**src/rtl/fetch_pkg.sv**
```systemverilog
package fetch_pkg;

    typedef enum logic [2:0] {
        OP_NEXT  = 3'd0,
        OP_LIT   = 3'd1,
        OP_READ  = 3'd2,
        OP_WRITE = 3'd3,
        OP_JUMP  = 3'd4
    } fetch_op_e;

    typedef enum logic [1:0] {
        ST_IDLE,
        ST_WAITBUF,
        ST_DATA,
        ST_DRESP
    } fetch_st_e;

    // commands that take the memory port away from sequential prefetch
    function automatic logic takes_port(input logic [2:0] op);
        return (op == OP_READ) || (op == OP_WRITE) || (op == OP_JUMP);
    endfunction

endpackage

```
**src/rtl/pf_mem_port.sv**
```systemverilog
module pf_mem_port #(
    parameter int AW = 16,
    parameter int DW = 16,
    parameter int TW = 2
) (
    input  logic          clk,
    input  logic          rst,
    input  logic          issue,
    input  logic          issue_we,
    input  logic [AW-1:0] issue_addr,
    input  logic [DW-1:0] issue_wdata,
    input  logic          abort,
    input  logic          mem_ack,
    input  logic [TW-1:0] mem_ack_tag,
    input  logic [DW-1:0] mem_rdata,
    output logic          mem_req,
    output logic          mem_we,
    output logic [AW-1:0] mem_addr,
    output logic [DW-1:0] mem_wdata,
    output logic [TW-1:0] mem_tag,
    output logic          mem_abort,
    output logic          busy,
    output logic          hit,
    output logic [DW-1:0] hit_data
);

    logic          busy_q;
    logic [TW-1:0] tag_q;
    logic [TW-1:0] expect_q;

    assign mem_req   = issue;
    assign mem_we    = issue_we;
    assign mem_addr  = issue_addr;
    assign mem_wdata = issue_wdata;
    assign mem_tag   = tag_q;
    assign mem_abort = abort;

    assign busy     = busy_q;
    assign hit      = busy_q && mem_ack && (mem_ack_tag == expect_q) && !abort;
    assign hit_data = mem_rdata;

    always_ff @(posedge clk) begin
        if (rst) begin
            busy_q   <= 1'b0;
            tag_q    <= '0;
            expect_q <= '0;
        end else begin
            if (abort || hit) begin
                busy_q <= 1'b0;
            end
            if (issue) begin
                busy_q   <= 1'b1;
                expect_q <= tag_q;
                tag_q    <= tag_q + 1'b1;
            end
        end
    end

endmodule

```
**src/rtl/pf_buffer.sv**
```systemverilog
module pf_buffer #(
    parameter int DW = 16
) (
    input  logic          clk,
    input  logic          rst,
    input  logic          fill,
    input  logic          park,
    input  logic          drop,
    input  logic [DW-1:0] din,
    output logic [DW-1:0] word,
    output logic          valid
);

    logic [DW-1:0] word_q;
    logic          valid_q;

    assign word  = word_q;
    assign valid = valid_q;

    always_ff @(posedge clk) begin
        if (rst) begin
            word_q  <= '0;
            valid_q <= 1'b0;
        end else begin
            if (fill || park) begin
                word_q <= din;
            end
            if (fill) begin
                valid_q <= 1'b1;
            end else if (drop || park) begin
                valid_q <= 1'b0;
            end
        end
    end

endmodule

```
**src/rtl/pf_ctrl.sv**
```systemverilog
module pf_ctrl
    import fetch_pkg::*;
#(
    parameter int AW = 16,
    parameter int DW = 16
) (
    input  logic          clk,
    input  logic          rst,
    input  logic          cmd_valid,
    input  logic [2:0]    cmd_op,
    input  logic [AW-1:0] cmd_addr,
    input  logic [DW-1:0] cmd_wdata,
    output logic          cmd_ready,
    input  logic          buf_valid,
    input  logic [DW-1:0] buf_word,
    input  logic          busy,
    input  logic          hit,
    output logic          issue,
    output logic          issue_we,
    output logic [AW-1:0] issue_addr,
    output logic [DW-1:0] issue_wdata,
    output logic          abort,
    output logic          buf_fill,
    output logic          buf_park,
    output logic          buf_drop,
    output logic          ir_load,
    output logic [DW-1:0] ir_word,
    output logic          rsp_valid,
    output logic [DW-1:0] rsp_data,
    output logic [AW-1:0] pc
);

    fetch_st_e     st_q;
    logic [AW-1:0] pc_q;
    logic          lit_q;
    logic          wr_q;
    logic [AW-1:0] daddr_q;
    logic [DW-1:0] dwdata_q;
    logic [DW-1:0] ir_q;
    logic          ir_load_q;
    logic          rsp_valid_q;
    logic [DW-1:0] rsp_data_q;

    logic accept;
    logic redirect;
    logic pf_issue;
    logic d_issue;

    assign accept    = (st_q == ST_IDLE) && cmd_valid;
    assign redirect  = accept && takes_port(cmd_op);
    assign cmd_ready = (st_q == ST_IDLE);
    assign abort     = redirect && busy;

    assign pf_issue = ((st_q == ST_IDLE) || (st_q == ST_WAITBUF))
                      && !busy && !buf_valid && !redirect;
    assign d_issue  = (st_q == ST_DATA) && !busy;

    assign issue       = (pf_issue || d_issue) && !rst;
    assign issue_we    = d_issue && wr_q;
    assign issue_addr  = d_issue ? daddr_q : pc_q;
    assign issue_wdata = dwdata_q;

    assign buf_fill = hit && (st_q != ST_DATA);
    assign buf_park = hit && (st_q == ST_DATA);
    assign buf_drop = ((st_q == ST_WAITBUF) && buf_valid) || redirect;

    assign ir_load   = ir_load_q;
    assign ir_word   = ir_q;
    assign rsp_valid = rsp_valid_q;
    assign rsp_data  = rsp_data_q;
    assign pc        = pc_q;

    always_ff @(posedge clk) begin
        if (rst) begin
            st_q        <= ST_WAITBUF;
            pc_q        <= '0;
            lit_q       <= 1'b0;
            wr_q        <= 1'b0;
            daddr_q     <= '0;
            dwdata_q    <= '0;
            ir_q        <= '0;
            ir_load_q   <= 1'b0;
            rsp_valid_q <= 1'b0;
            rsp_data_q  <= '0;
        end else begin
            ir_load_q   <= 1'b0;
            rsp_valid_q <= 1'b0;
            unique case (st_q)
                ST_IDLE: begin
                    if (accept) begin
                        case (cmd_op)
                            OP_NEXT: begin
                                lit_q <= 1'b0;
                                st_q  <= ST_WAITBUF;
                            end
                            OP_LIT: begin
                                lit_q <= 1'b1;
                                st_q  <= ST_WAITBUF;
                            end
                            OP_READ, OP_WRITE: begin
                                daddr_q  <= cmd_addr;
                                dwdata_q <= cmd_wdata;
                                wr_q     <= (cmd_op == OP_WRITE);
                                st_q     <= ST_DATA;
                            end
                            OP_JUMP: begin
                                pc_q  <= cmd_addr;
                                lit_q <= 1'b0;
                                st_q  <= ST_WAITBUF;
                            end
                            default: st_q <= ST_IDLE;
                        endcase
                    end
                end
                ST_WAITBUF: begin
                    if (buf_valid) begin
                        pc_q <= pc_q + 1'b1;
                        if (lit_q) begin
                            rsp_valid_q <= 1'b1;
                            rsp_data_q  <= buf_word;
                        end else begin
                            ir_q      <= buf_word;
                            ir_load_q <= 1'b1;
                        end
                        st_q <= ST_IDLE;
                    end
                end
                ST_DATA: begin
                    if (hit) begin
                        st_q <= ST_DRESP;
                    end
                end
                ST_DRESP: begin
                    rsp_valid_q <= 1'b1;
                    rsp_data_q  <= buf_word;
                    st_q        <= ST_IDLE;
                end
                default: st_q <= ST_IDLE;
            endcase
        end
    end

endmodule

```
**src/rtl/fetch_unit.sv**
```systemverilog
module fetch_unit #(
    parameter int AW = 16,
    parameter int DW = 16,
    parameter int TW = 2
) (
    input  logic          clk,
    input  logic          rst,
    input  logic          cmd_valid,
    output logic          cmd_ready,
    input  logic [2:0]    cmd_op,
    input  logic [AW-1:0] cmd_addr,
    input  logic [DW-1:0] cmd_wdata,
    output logic          ir_load,
    output logic [DW-1:0] ir_word,
    output logic          rsp_valid,
    output logic [DW-1:0] rsp_data,
    output logic [AW-1:0] pc,
    output logic          mem_req,
    output logic          mem_we,
    output logic [AW-1:0] mem_addr,
    output logic [DW-1:0] mem_wdata,
    output logic [TW-1:0] mem_tag,
    output logic          mem_abort,
    input  logic          mem_ack,
    input  logic [TW-1:0] mem_ack_tag,
    input  logic [DW-1:0] mem_rdata
);

    logic          issue;
    logic          issue_we;
    logic [AW-1:0] issue_addr;
    logic [DW-1:0] issue_wdata;
    logic          abort;
    logic          busy;
    logic          hit;
    logic [DW-1:0] hit_data;
    logic          buf_fill;
    logic          buf_park;
    logic          buf_drop;
    logic [DW-1:0] buf_word;
    logic          buf_valid;

    pf_ctrl #(.AW(AW), .DW(DW)) u_ctrl (
        .clk         (clk),
        .rst         (rst),
        .cmd_valid   (cmd_valid),
        .cmd_op      (cmd_op),
        .cmd_addr    (cmd_addr),
        .cmd_wdata   (cmd_wdata),
        .cmd_ready   (cmd_ready),
        .buf_valid   (buf_valid),
        .buf_word    (buf_word),
        .busy        (busy),
        .hit         (hit),
        .issue       (issue),
        .issue_we    (issue_we),
        .issue_addr  (issue_addr),
        .issue_wdata (issue_wdata),
        .abort       (abort),
        .buf_fill    (buf_fill),
        .buf_park    (buf_park),
        .buf_drop    (buf_drop),
        .ir_load     (ir_load),
        .ir_word     (ir_word),
        .rsp_valid   (rsp_valid),
        .rsp_data    (rsp_data),
        .pc          (pc)
    );

    pf_buffer #(.DW(DW)) u_buf (
        .clk   (clk),
        .rst   (rst),
        .fill  (buf_fill),
        .park  (buf_park),
        .drop  (buf_drop),
        .din   (hit_data),
        .word  (buf_word),
        .valid (buf_valid)
    );

    pf_mem_port #(.AW(AW), .DW(DW), .TW(TW)) u_port (
        .clk         (clk),
        .rst         (rst),
        .issue       (issue),
        .issue_we    (issue_we),
        .issue_addr  (issue_addr),
        .issue_wdata (issue_wdata),
        .abort       (abort),
        .mem_ack     (mem_ack),
        .mem_ack_tag (mem_ack_tag),
        .mem_rdata   (mem_rdata),
        .mem_req     (mem_req),
        .mem_we      (mem_we),
        .mem_addr    (mem_addr),
        .mem_wdata   (mem_wdata),
        .mem_tag     (mem_tag),
        .mem_abort   (mem_abort),
        .busy        (busy),
        .hit         (hit),
        .hit_data    (hit_data)
    );

endmodule

```
**config.mk**
```make
export PLATFORM = sky130hd
export DESIGN_NAME = fetch_unit
export DESIGN_NICKNAME = d
export VERILOG_FILES = /design/src/rtl/fetch_pkg.sv /design/src/rtl/pf_mem_port.sv /design/src/rtl/pf_buffer.sv /design/src/rtl/pf_ctrl.sv /design/src/rtl/fetch_unit.sv
export SDC_FILE = /design/constraint.sdc
export NUM_CORES = 1
export LEC_CHECK = 0
export BUFFER_PORTS_ARGS = -buffer_cell sky130_fd_sc_hd__buf_2
export CORE_MARGIN = 2
export CORE_UTILIZATION = 30
export DETAILED_ROUTE_END_ITERATION = 12
export SLEW_MARGIN = 20
export SYNTH_ARGS = -nofsm -noshare
export SYNTH_HDL_FRONTEND = slang
export SYNTH_SLANG_ARGS = --single-unit
export TNS_END_PERCENT = 30
```
**constraint.sdc**
```tcl
create_clock -name clk -period 2 [get_ports clk]
set_input_delay 0.2 -clock clk [delete_from_list [all_inputs] [get_ports clk]]
set_output_delay 0.2 -clock clk [all_outputs]
set_load 0.02 [all_outputs]
```
; Yosys cells after proc, flatten, opt, wreduce, memory -nomap -nowiden
; Cells that the tools add are included.
[totals]
wordCells = 101
out_inout_bits = 88
inputBits = 57
register_bits = 108
[op_classes]
add_sub_neg = 2
eq_ne = 14
reduce_logical = 45
bitwise = 3
muxes = 22
[op_table]
columns = cell, n
row1 = $mux 16, 6
row2 = $pmux 16 s2, 2
row3 = $add 16x1->16 const B, 1
row4 = $logic_and 1x1->1, 15
row5 = $reduce_and 3->1, 5
row6 = $ne 2x1->1 const B, 5
row7 = $reduce_bool 2->1, 5
row8 = $logic_or 1x1->1, 8
row9 = $pmux 2 s4, 1
row10 = $mux 1, 7
row11 = $eq 3x2->1 const B, 2
row12 = $mux 2, 3
row13 = $reduce_or 3->1, 2
row14 = $logic_not 1->1, 5
row15 = $eq 2x2->1 const B, 2
row16 = $pmux 1 s2, 2
row17 = $pmux 2 s2, 1
row18 = $reduce_and 4->1, 1
row19 = $reduce_or 2->1, 2
row20 = $eq 3x1->1 const B, 1
row21 = $eq 3x3->1 const B, 1
row22 = $logic_not 3->1, 1
row23 = $not 1->1, 3
row24 = $add 2x1->2 const B, 1
row25 = 4 further kinds, 4

; Logic depth before layout (Yosys ltp)
; Gate-level depths: netlist of the first run.
[logic_depth]
depth_word = 11
ltp_mapped = 7
mapped_depth_nobuf = 5

; Hierarchy
; Synthesis of the first run repeated with hierarchy kept, for this count alone.
[hier_totals]
cells_unflattened = 630
area_unflattened_um2 = 5037.3
[by_module_without_submodules]
columns = mod, instances, seq_area_each_um2, area_each_um2, cells_per_inst
row1 = pf_ctrl, 1, 1721.7, 3744.8, 481
row2 = pf_buffer, 1, 340.3, 706.9, 76
row3 = pf_mem_port, 1, 100.1, 585.6, 73

; Worst setup path after synthesis of the first run
; OpenSTA, ideal clock, no wires.
[synth_path]
path_kind = reg2reg
start = reg u_ctrl.pc_q[0], in the netlist u_ctrl.pc[0]
end = reg u_ctrl.pc_q[12], in the netlist u_ctrl.pc[12]
arrival_time_ns = 1.850
slack_ns = 0.033
stages_incl_launch_ff = 6
setup_ns = 0.117
path_buffers = 0
required_ns = 1.883
synth_period_minus_slack_ns = 1.967
cell_sequence = dfxtp_1 > ha_1 > nand3_4 > or4_4 > a21o_1 > a32o_1
[synth_between]
elab_chain_cells = 3
[synth_lines]
columns = item, line_no
row1 = "start, declared", pf_ctrl.sv:34  ; logic [AW-1:0] pc_q;
row2 = "start signal, assigned", pf_ctrl.sv:107  ; pc_q <= cmd_addr;
row3 = "start signal, assigned", pf_ctrl.sv:117  ; pc_q <= pc_q + 1'b1;
row4 = $add 16x1->16, pf_ctrl.sv:117
row5 = $mux 16, pf_ctrl.sv:116  ; if (buf_valid) begin
row6 = $pmux 16 s2, pf_ctrl.sv:88  ; unique case (st_q)
; No other way between the ends. The select of a mux whose other input is x is not followed.
; A chain may end at the register's enable or synchronous reset.

; Worst setup path in the final report of the first run
[layout_path]
start = reg u_ctrl.st_q[0]
end = out mem_addr[0]
[layout_between]
elab_chain_cells = 3
[layout_lines]
columns = item, line_no
row1 = "start, declared", pf_ctrl.sv:33  ; fetch_st_e st_q;
row2 = "start signal, assigned", pf_ctrl.sv:75  ; st_q <= ST_WAITBUF;
row3 = "start signal, assigned", pf_ctrl.sv:94  ; st_q <= ST_WAITBUF;
row4 = "start signal, assigned", pf_ctrl.sv:98  ; st_q <= ST_WAITBUF;
row5 = $eq 2x2->1, pf_ctrl.sv:56  ; assign d_issue = (st_q == ST_DATA) && !busy;
row6 = $logic_and 1x1->1, pf_ctrl.sv:56
row7 = $mux 16, pf_ctrl.sv:60  ; assign issue_addr = d_issue ? daddr_q : pc_q;
row8 = "end, declared", fetch_unit.sv:20  ; output logic [AW-1:0] mem_addr,
; No other way between the ends.

==> results.rst, run 1 <==
.. list-table::
   :header-rows: 1

   * - Metric
     - Value
   * - Run status
     - finished, final reports clean
   * - Clock-pin slew on the worst setup and hold paths
     - approximately 80 ps
   * - Leakage power summed over all cells
     - 2.446 nW
   * - Combined buffer and inverter count along the critical path
     - 2
   * - Wire length of the first global-routing pass
     - just over 20 mm
   * - DRT iter0 DRCs
     - 191
   * - Dpl cell area
     - between 0.005 and 0.006 mm2
   * - Die area
     - 0.01655 mm2
   * - Number of CTS-inserted buffers
     - 9
   * - Min cycle time layout
     - between 1500 and 2000 ps
   * - CORE AREA
     - approximately 0.015 mm2
   * - Post-detail-place hpwl
     - about 9.4 mm
   * - Crit-path cells
     - nand2b_4, nor2_4, buf_12, mux2_2, buf_2
   * - Combinational family with the most area after synthesis
     - simple AND/OR/NAND/NOR gates
   * - Number of antenna violations at the first check in global routing
     - 2
   * - Count of input and output buffers
     - between 100 and 150
   * - Max-slew violations
     - 0
   * - Number of vias after detailed routing
     - about 4400
   * - Post-synth EDFFs
     - 0
   * - Final Hold Viols
     - 0
   * - H-tree Lvls
     - 3
   * - Critical Path Slowest Stage Cell
     - sky130_fd_sc_hd__dfxtp_2
   * - Longest individual stage delay on the worst path
     - around 370 ps
   * - Post-detailed-route via-to-cell ratio
     - just under 5
   * - Simple-Gate Fraction of Synth Area
     - a little under a quarter
   * - Setup TNS Final
     - 0 ps
   * - Sequential group share of total power
     - around 52%
   * - Total nets after synthesis
     - 631
   * - Total setup violations reported at the end of the flow
     - 0
   * - Adder and majority gate portion of the synthesized area
     - less than 1%
   * - Initial core utilization
     - 30.67%
   * - Maximum number of pins on one net before global-route repair
     - 92
   * - Number of instances in the synthesized netlist
     - around 570
   * - Final design instance area without fill
     - 0.006005 mm2
   * - Cell area after synthesis
     - around 0.0047 mm2
   * - Synthesized-area fraction occupied by ao, oa, aoi and oai cells
     - between 10% and 20%
   * - Hold crit path type
     - input port to register
   * - Overall track demand over capacity in global routing
     - 15.68%
   * - Synth cell types
     - 56
   * - Achievable Freq
     - between 500 and 600 MHz
   * - Crit share post-route
     - between 90% and 100%
   * - Sequential share of the synthesized area
     - between 40 and 50%
   * - Total congestion overflow
     - 0
   * - Max Buffers Root-to-Sink
     - 2
   * - Switching power share of the total
     - around a quarter
   * - Count of unresolved DRC violations after routing
     - 0
   * - CP required
     - roughly 1800 ps
   * - Cell family contributing the most delay on the critical path
     - flip-flops
   * - Share of cells above drive strength 1
     - 31.40%
   * - Multiplexer area fraction after synthesis
     - under 10%
   * - Routability Congestion
     - between 0.7 and 0.8
   * - Commonest cells after routing, fill and taps aside
     - sky130_fd_sc_hd__nand2_1 (185), sky130_fd_sc_hd__buf_2 (144), sky130_fd_sc_hd__dfxtp_1 (106)
   * - Largest fanout on the critical path
     - 19
   * - Relative contribution of the clock network to total power
     - about two fifths
   * - Critical path launch point type
     - register
   * - Share of flip-flops with an asynchronous set or reset after synthesis
     - 0%
   * - Crit Path Class
     - register to primary output
   * - Antenna violation net count after detailed routing
     - 0
   * - Peak supply drop
     - 0.0004013 V
   * - Number of clock sinks
     - around 110
   * - Root buffer cell
     - sky130_fd_sc_hd__clkbuf_16
   * - Leading cell type in the layout, fill and taps excluded
     - sky130_fd_sc_hd__nand2_1
   * - Row count
     - 45
   * - Worst slew margin relative to its limit
     - a little under three quarters
   * - Measured slew at the worst slew-check pin
     - around 430 ps
   * - Clk_lat worst skew
     - between 300 and 400 ps
   * - Count of filler cells inserted in the layout
     - about 1600
   * - Switching power of the nets
     - 1.050 mW
   * - First drt pass iteration count
     - 4
   * - Post-synthesis share of cell area spent on xor and xnor gates
     - 0.3757%
   * - RSZ-0062 raised after global routing
     - no
   * - Number of global-route vias before repair
     - ~4100
   * - Mean instance size in the synthesized netlist
     - roughly 8.1 um2
   * - Maximum capacitance violations
     - 0
   * - Total number of yosys warnings
     - 0
   * - Detailed-route wire length
     - between 10 and 15 mm
   * - Synth-to-Final Area Change
     - 28.80%
   * - Post-DR wirelength/cell
     - ~14 um
   * - Horiz. Die Dim
     - 128.7 um
   * - Total power per unit cell area
     - between 600 and 700 mW/mm2
   * - #FFs+latches synth
     - about 110
   * - CTS tree
     - built
   * - Data arrival time at the worst-slack endpoint
     - between 1500 and 2000 ps
   * - Share of total power in combinational logic
     - ~6.3%
   * - Internal Dissipation
     - approximately 3.2 mW
   * - Vert. Die Dim
     - 128.7 um
   * - Critical path endpoint category
     - primary output
   * - Post-route clock skew
     - between 7 and 8 ps
   * - Dominant register cell in the synthesized netlist
     - sky130_fd_sc_hd__dfxtp_1
   * - I/O pin total
     - around 150
   * - Layout Nets
     - about 780
## metrics by stage
step                      hold WS, ps  utilization [%]  total power, mW  instances  setup slack, ps
final                           74.79            39.50            4.203        913            120.8
after global routing            68.00            39.48            4.376        912            36.82
after CTS                       54.51            39.34            4.274        910            8.467
after detailed placement        444.0            37.38            2.507        894            174.7
after global placement          440.0            37.38            2.508        894            203.2
after floorplan                 336.0                -            2.382        573            32.52
## cells by family (layout without fill, tap and decap cells)
logic type,Yosys count,after routing
simple gates,251,251
compound gates,135,135
flops,108,108
buf+inv,44,194
mux,32,32
xor+xnor,2,2
fa+ha+maj,1,1
other cells,0,2
## cells in the mapped netlist (3+ instances only)
cell / instances / area (um2)
sky130_fd_sc_hd__a211oi_1: 5 / 37.54
sky130_fd_sc_hd__a21o_1: 3 / 22.52
sky130_fd_sc_hd__a21oi_1: 84 / 420.4
sky130_fd_sc_hd__and2_1: 5 / 31.28
sky130_fd_sc_hd__buf_2: 7 / 35.03
sky130_fd_sc_hd__buf_4: 3 / 22.52
sky130_fd_sc_hd__buf_6: 3 / 33.78
sky130_fd_sc_hd__clkbuf_1: 26 / 97.59
sky130_fd_sc_hd__dfxtp_1: 108 / 2162
sky130_fd_sc_hd__inv_1: 4 / 15.01
sky130_fd_sc_hd__mux2_2: 15 / 168.9
sky130_fd_sc_hd__mux2i_1: 17 / 170.2
sky130_fd_sc_hd__nand2_1: 185 / 694.4
sky130_fd_sc_hd__nand2b_1: 3 / 18.77
sky130_fd_sc_hd__nand3_1: 7 / 35.03
sky130_fd_sc_hd__nand4_1: 4 / 25.02
sky130_fd_sc_hd__nor2_1: 14 / 52.55
sky130_fd_sc_hd__nor2b_1: 4 / 25.02
sky130_fd_sc_hd__nor3_1: 7 / 35.03
sky130_fd_sc_hd__nor4_1: 3 / 18.77
sky130_fd_sc_hd__o21ai_0: 14 / 70.07
sky130_fd_sc_hd__o31ai_1: 6 / 45.04
sky130_fd_sc_hd__o32ai_1: 4 / 35.03
sky130_fd_sc_hd__or2_2: 4 / 25.02
## power groups by stage
stage | logic [mW] | registers (mW) | clock network (mW)
3_5_place_dp | 0.264 | 2.24 | 0
3_3_place_gp | 0.265 | 2.24 | 0
2_1_floorplan | 0.139 | 2.24 | 0
5_1_grt | 0.289 | 2.20 | 1.89
6_report | 0.264 | 2.19 | 1.75
4_1_cts | 0.265 | 2.19 | 1.82
## cell type report
cell class	instances	area [um2]	share of cell area (%)
well taps	188	235.2	3.917
clock inverters	7	62.56	1.042
inverters	4	15.01	0.2501
diodes	2	5.005	0.08335
multi-input cells	421	2311	38.49
clock buffers	9	225.2	3.751
repair buffers	174	983.4	16.38
flip-flops and latches	108	2167	36.09
## registers in the layout, indices dropped and copies added (netlist names)
signal and cells:
u_ctrl.wr_q 1, u_ctrl.rsp_data 16, u_ctrl.pc 16, u_ctrl.ir_word 16
u_ctrl.ir_load 1, u_ctrl.issue_wdata 16, u_ctrl.daddr_q 16, u_ctrl.st_q 2
u_port.mem_tag 2, u_port.busy 1, u_port.expect_q 2, u_ctrl.rsp_valid 1
u_buf.valid 1, u_buf.word 16, u_ctrl.lit_q 1
## final timing paths
check                           from                     end  slack [ps]  depth (start not counted)
setup / recovery      u_ctrl.st_q[0]             mem_addr[0]         120                          5
hold / removal         cmd_wdata[10]  u_ctrl.issue_wdata[10]          70                          3
setup reg to reg        u_ctrl.pc[1]           u_ctrl.pc[12]         140                          5
hold reg to reg   u_ctrl.rsp_data[2]      u_ctrl.rsp_data[2]         450                          2
## timing repair
action / CTS / global route
pin swaps: 0 / 1
hold buffers: 0 / 0
setup endpoints to repair: 17 / 15
endpoints found under the hold margin: 0 / 0
gates resized for setup: 4 / 3
setup buffers: 0 / 1
## routing by layer
metal | global-route usage, % | share of wire (%) | up-vias
met2 | 25.02 | 45 | 131
met1 | 20.43 | 47 | 2027
met3 | 5.613 | 7.2 | 7
li1 | - | - | 2246
met4 | 3.517 | 0.77 | 0
met5 | 0 | 0 | -
## worst reg2reg max path, stage by stage (launching register included)
cell	delay [ps]
sky130_fd_sc_hd__dfxtp_1	430
sky130_fd_sc_hd__ha_1	270
sky130_fd_sc_hd__nand3_4	90
sky130_fd_sc_hd__or4_4	540
sky130_fd_sc_hd__a21o_1	190
sky130_fd_sc_hd__a32o_1	240
Note: power is estimated with default switching activity, not from simulation.
==> run 2: changes to the inputs <==
- ABC_AREA: default -> 1
==> results.rst, run 2 <==
.. list-table::
   :header-rows: 1

   * - Metric
     - Value
   * - Run status
     - finished, final reports clean (unchanged)
   * - Die area
     - 0.01647 mm2 (was 0.01655 mm2)
   * - Leading area contributor after synthesis
     - sky130_fd_sc_hd__dfxtp_1 (unchanged)
   * - Pre-CTS worst setup slack
     - 218.2 ps (was 174.7 ps)
   * - Total power
     - 4.647 mW (was 4.203 mW)
   * - Post-DR wirelength/cell
     - 14.11 um (was 14.42 um)
   * - Number of vias after detailed routing
     - 4780 (was 4411)
   * - Number of global-route vias before repair
     - 4258 (was 4080)
   * - Main area contributors after synthesis
     - sky130_fd_sc_hd__dfxtp_1 (47%), sky130_fd_sc_hd__nor2_1 (13%), sky130_fd_sc_hd__o21ai_0 (12%), sky130_fd_sc_hd__nand2_1 (8.3%), sky130_fd_sc_hd__a21oi_1 (4.6%) (was sky130_fd_sc_hd__dfxtp_1 (46%), sky130_fd_sc_hd__nand2_1 (15%), sky130_fd_sc_hd__a21oi_1 (9.0%), sky130_fd_sc_hd__mux2i_1 (3.7%), sky130_fd_sc_hd__mux2_2 (3.6%))
   * - Vert. Die Dim
     - 128.3 um (was 128.7 um)
   * - Cell with the most instances after synthesis
     - sky130_fd_sc_hd__nor2_1 (was sky130_fd_sc_hd__nand2_1)
   * - Max-slew violations
     - 0 (unchanged)
   * - Hold path depth
     - 3 (unchanged)
   * - Critical path endpoint category
     - primary output (unchanged)
   * - R2R Setup Slk
     - 320 ps (was 140 ps)
   * - Cell area after synthesis
     - 0.004638 mm2 (was 0.004662 mm2)
   * - Critical Path Slowest Stage Cell
     - sky130_fd_sc_hd__dfxtp_4 (was sky130_fd_sc_hd__dfxtp_2)
   * - Maximum number of pins on one net before global-route repair
     - 86 (was 92)
   * - Share of flip-flops with an asynchronous set or reset after synthesis
     - 0% (unchanged)
   * - #FFs+latches synth
     - 108 (unchanged)
   * - Crit-path cells
     - inv_4, nor2_4, inv_2, nor2_4, clkbuf_16, nand2_1, nand2_1, buf_6 (was nand2b_4, nor2_4, buf_12, mux2_2, buf_2)
   * - Maximum capacitance violations
     - 0 (unchanged)
   * - Sequential share of the synthesized area
     - 46.61% (was 46.38%)
   * - Dominant register cell in the synthesized netlist
     - sky130_fd_sc_hd__dfxtp_1 (unchanged)
   * - Leading cell type in the layout, fill and taps excluded
     - sky130_fd_sc_hd__nor2_1 (was sky130_fd_sc_hd__nand2_1)
   * - Synth-to-Final Area Change
     - 30.16% (was 28.80%)
   * - Max Buffers Root-to-Sink
     - 2 (unchanged)
   * - Final standard cell count with taps included and fillers excluded
     - 1003 (was 913)
   * - Smallest setup slack after layout
     - 36.09 ps (was 120.8 ps)
   * - Share of total power in combinational logic
     - 8.5% (was 6.3%)
   * - Critical register-to-register path startpoint
     - u_ctrl.pc[1] (unchanged)
   * - Root buffer cell
     - sky130_fd_sc_hd__clkbuf_16 (unchanged)
   * - CP required
     - 1800 ps (about the same)
   * - Sequential group share of total power
     - 48.6% (was 52.1%)
   * - Final Hold Viols
     - 0 (unchanged)
   * - Top-area cell type share of the netlist area
     - 46.61% (was 46.38%)
   * - Stages on worst setup path
     - 8 (was 5)
   * - Worst slew margin relative to its limit
     - 71.57% (was 71.04%)
   * - Row count
     - 45 (unchanged)
   * - Switching power of the nets
     - 1.121 mW (was 1.050 mW)
   * - CORE AREA
     - 0.01515 mm2 (was 0.01520 mm2)
   * - Combined buffer and inverter count along the critical path
     - 4 (was 2)
   * - Count of unresolved DRC violations after routing
     - 0 (unchanged)
   * - Hold path startpoint
     - cmd_wdata[4] (was cmd_wdata[10])
   * - Largest fanout on the critical path
     - 7 (was 19)
   * - Data arrival time at the worst-slack endpoint
     - 1760 ps (was 1680 ps)
   * - Routability Congestion
     - 0.8515 (was 0.7916)
   * - Number of antenna violations at the first check in global routing
     - 1 (was 2)
   * - Share of cells above drive strength 1
     - 26.29% (was 31.40%)
   * - Number of setup buffers added after CTS
     - 0 (unchanged)
   * - Number of hold-repair buffers added at the cts stage
     - 0 (unchanged)
   * - Total congestion overflow
     - 0 (unchanged)
   * - WHS Endpoint
     - u_ctrl.issue_wdata[4] (was u_ctrl.issue_wdata[10])
   * - Detailed-route wire length
     - 14.15 mm (was 13.17 mm)
   * - Horiz. Die Dim
     - 128.3 um (was 128.7 um)
   * - Number of clock sinks
     - 108 (unchanged)
   * - RR Endpoint
     - u_ctrl.pc[8] (was u_ctrl.pc[12])
   * - Antenna violation net count after detailed routing
     - 0 (unchanged)
   * - Cell family contributing the most delay on the critical path
     - simple AND/OR/NAND/NOR gates (was flip-flops)
   * - Internal Dissipation
     - 3.526 mW (was 3.153 mW)
   * - Wire length of the first global-routing pass
     - 21.77 mm (was 20.64 mm)
   * - Critical path launch point type
     - register (unchanged)
   * - Clk_lat worst skew
     - 360 ps (about the same)
   * - First drt pass iteration count
     - 5 (was 4)
   * - Achievable Freq
     - 509.2 MHz (was 532.1 MHz)
   * - Overall track demand over capacity in global routing
     - 16.64% (was 15.68%)
   * - Total number of yosys warnings
     - 0 (unchanged)
   * - Commonest cells after routing, fill and taps aside
     - sky130_fd_sc_hd__nor2_1 (157), sky130_fd_sc_hd__buf_2 (134), sky130_fd_sc_hd__dfxtp_1 (107) (was sky130_fd_sc_hd__nand2_1 (185), sky130_fd_sc_hd__buf_2 (144), sky130_fd_sc_hd__dfxtp_1 (106))
   * - Relative contribution of the clock network to total power
     - 42.9% (was 41.6%)
   * - CTS tree
     - built (unchanged)
   * - Peak supply drop
     - 0.0003624 V (was 0.0004013 V)
   * - Count of input and output buffers
     - 144 (unchanged)
   * - Min cycle time layout
     - 1964 ps (was 1879 ps)
   * - DRT iter0 DRCs
     - 381 (was 191)
   * - Cell count after placement
     - 984 (was 894)
   * - Crit Path Class
     - register to primary output (unchanged)
   * - Initial core utilization
     - 30.62% (was 30.67%)
   * - Total power per unit cell area
     - 769.8 mW/mm2 (was 699.9 mW/mm2)
   * - Most frequent cells after synthesis
     - sky130_fd_sc_hd__nor2_1 (158), sky130_fd_sc_hd__dfxtp_1 (108), sky130_fd_sc_hd__o21ai_0 (108) (was sky130_fd_sc_hd__nand2_1 (185), sky130_fd_sc_hd__dfxtp_1 (108), sky130_fd_sc_hd__a21oi_1 (84))
   * - H-tree Lvls
     - 3 (unchanged)
   * - Path depth of the worst reg2reg path
     - 8 (was 5)
   * - Post-detailed-route via-to-cell ratio
     - 4.766 (was 4.831)
   * - Longest individual stage delay on the worst path
     - 390 ps (was 370 ps)
   * - Number of CTS-inserted buffers
     - 9 (unchanged)
   * - Post-synth EDFFs
     - 0 (unchanged)
   * - Crit share post-route
     - 98.20% (was 93.96%)
   * - Total nets after synthesis
     - 726 (was 631)
   * - Mean instance size in the synthesized netlist
     - 6.943 um2 (was 8.136 um2)
   * - Clock-pin slew on the worst setup and hold paths
     - 70 ps (was 80 ps)
   * - Post-detail-place hpwl
     - 9.736 mm (was 9.372 mm)
   * - Total setup violations reported at the end of the flow
     - 0 (unchanged)
   * - Switching power share of the total
     - 24.13% (was 24.97%)
   * - Layout Nets
     - 867 (was 776)
   * - Post-route clock skew
     - 9.498 ps (was 7.495 ps)
   * - Number of instances in the synthesized netlist
     - 668 (was 573)
   * - I/O pin total
     - 145 (unchanged)
   * - Measured slew at the worst slew-check pin
     - 424.9 ps (was 434.4 ps)
   * - Synth cell types
     - 28 (was 56)
   * - RSZ-0062 raised after global routing
     - yes (was no)
   * - Leakage power summed over all cells
     - 2.949 nW (was 2.446 nW)
   * - Hold crit path type
     - input port to register (unchanged)
## run 2: area by class of cell
class	count	area [um2]
Inverter	52	205.2
Timing Repair Buffer	164	963.4
Clock buffer	11	252.7
Antenna cell	1	2.502
Fill cell	1616	9109
Multi-Input combinational cell	474	2130
Clock inverter	5	82.58
Sequential cell	108	2166
Tap cell	188	235.2
## run 2: logic make-up after synthesis
logic type | count (synthesis) | synth area share (%)
buffers and inverters | 86 | 7.985
flip-flops | 108 | 46.61
AND/OR/NAND/NOR | 312 | 27.46
adder cells (fa/ha/maj) | 1 | 0.2697
AO/OA/AOI/OAI | 160 | 17.48
XOR/XNOR | 1 | 0.1889
## run 2: per-layer routing
layer / part of all wire (%) / global-route usage, % / wire length [um] / up-vias
li1: - / - / - / 2429
met1: 45 / 21.45 / 6371 / 2173
met2: 46 / 27.25 / 6494 / 166
met3: 7.8 / 4.449 / 1109 / 12
met4: 1.2 / 5.236 / 174 / 0
met5: 0 / 0 / 0 / -
## run 2: tightest hold or removal path, stage by stage
cell	delay, ps
sky130_fd_sc_hd__buf_2	70
sky130_fd_sc_hd__nor2_1	30
sky130_fd_sc_hd__nor2_1	80
## run 2: worst max path at each step
stage	startpoint	endpoint	slack (ps)
after global routing	u_ctrl.st_q[0]	mem_addr[10]	-10
after detailed placement	u_ctrl.st_q[1]	mem_addr[6]	220
final	u_ctrl.st_q[1]	mem_addr[1]	40
after floorplan	u_ctrl.pc[1]	u_ctrl.pc[8]	520
after CTS	u_ctrl.st_q[1]	mem_addr[6]	0.4
after global placement	u_ctrl.st_q[1]	mem_addr[6]	250
## run 2: per-stage QoR
step | hold slack, ps | area [um2] | utilization (%) | setup TNS (ps)
floorplan | 269.1 | 4638 | - | 0
global placement | 423.2 | 5574 | 36.80 | 0
detailed placement | 429.4 | 5574 | 36.80 | 0
CTS | 55.45 | 5923 | 39.11 | 0
global route | 73.26 | 6035 | 39.84 | -48.77
finish | 63.80 | 6037 | 39.86 | 0
## run 2: power by group through the flow
stage               Combinational, mW  Clock, mW  Sequential, mW
finish                          0.393       1.99            2.26
CTS                             0.390       2.06            2.26
global route                    0.441       2.12            2.27
floorplan                       0.212          0            2.33
detailed placement              0.388          0            2.31
global placement                0.389          0            2.31
## run 2: what timing repair did
| action | CTS | global route |
|---|---|---|
| cloned | 0 | 2 |
| setup endpoints to repair | 16 | 16 |
| pin swaps | 0 | 1 |
| resized for setup | 4 | 28 |
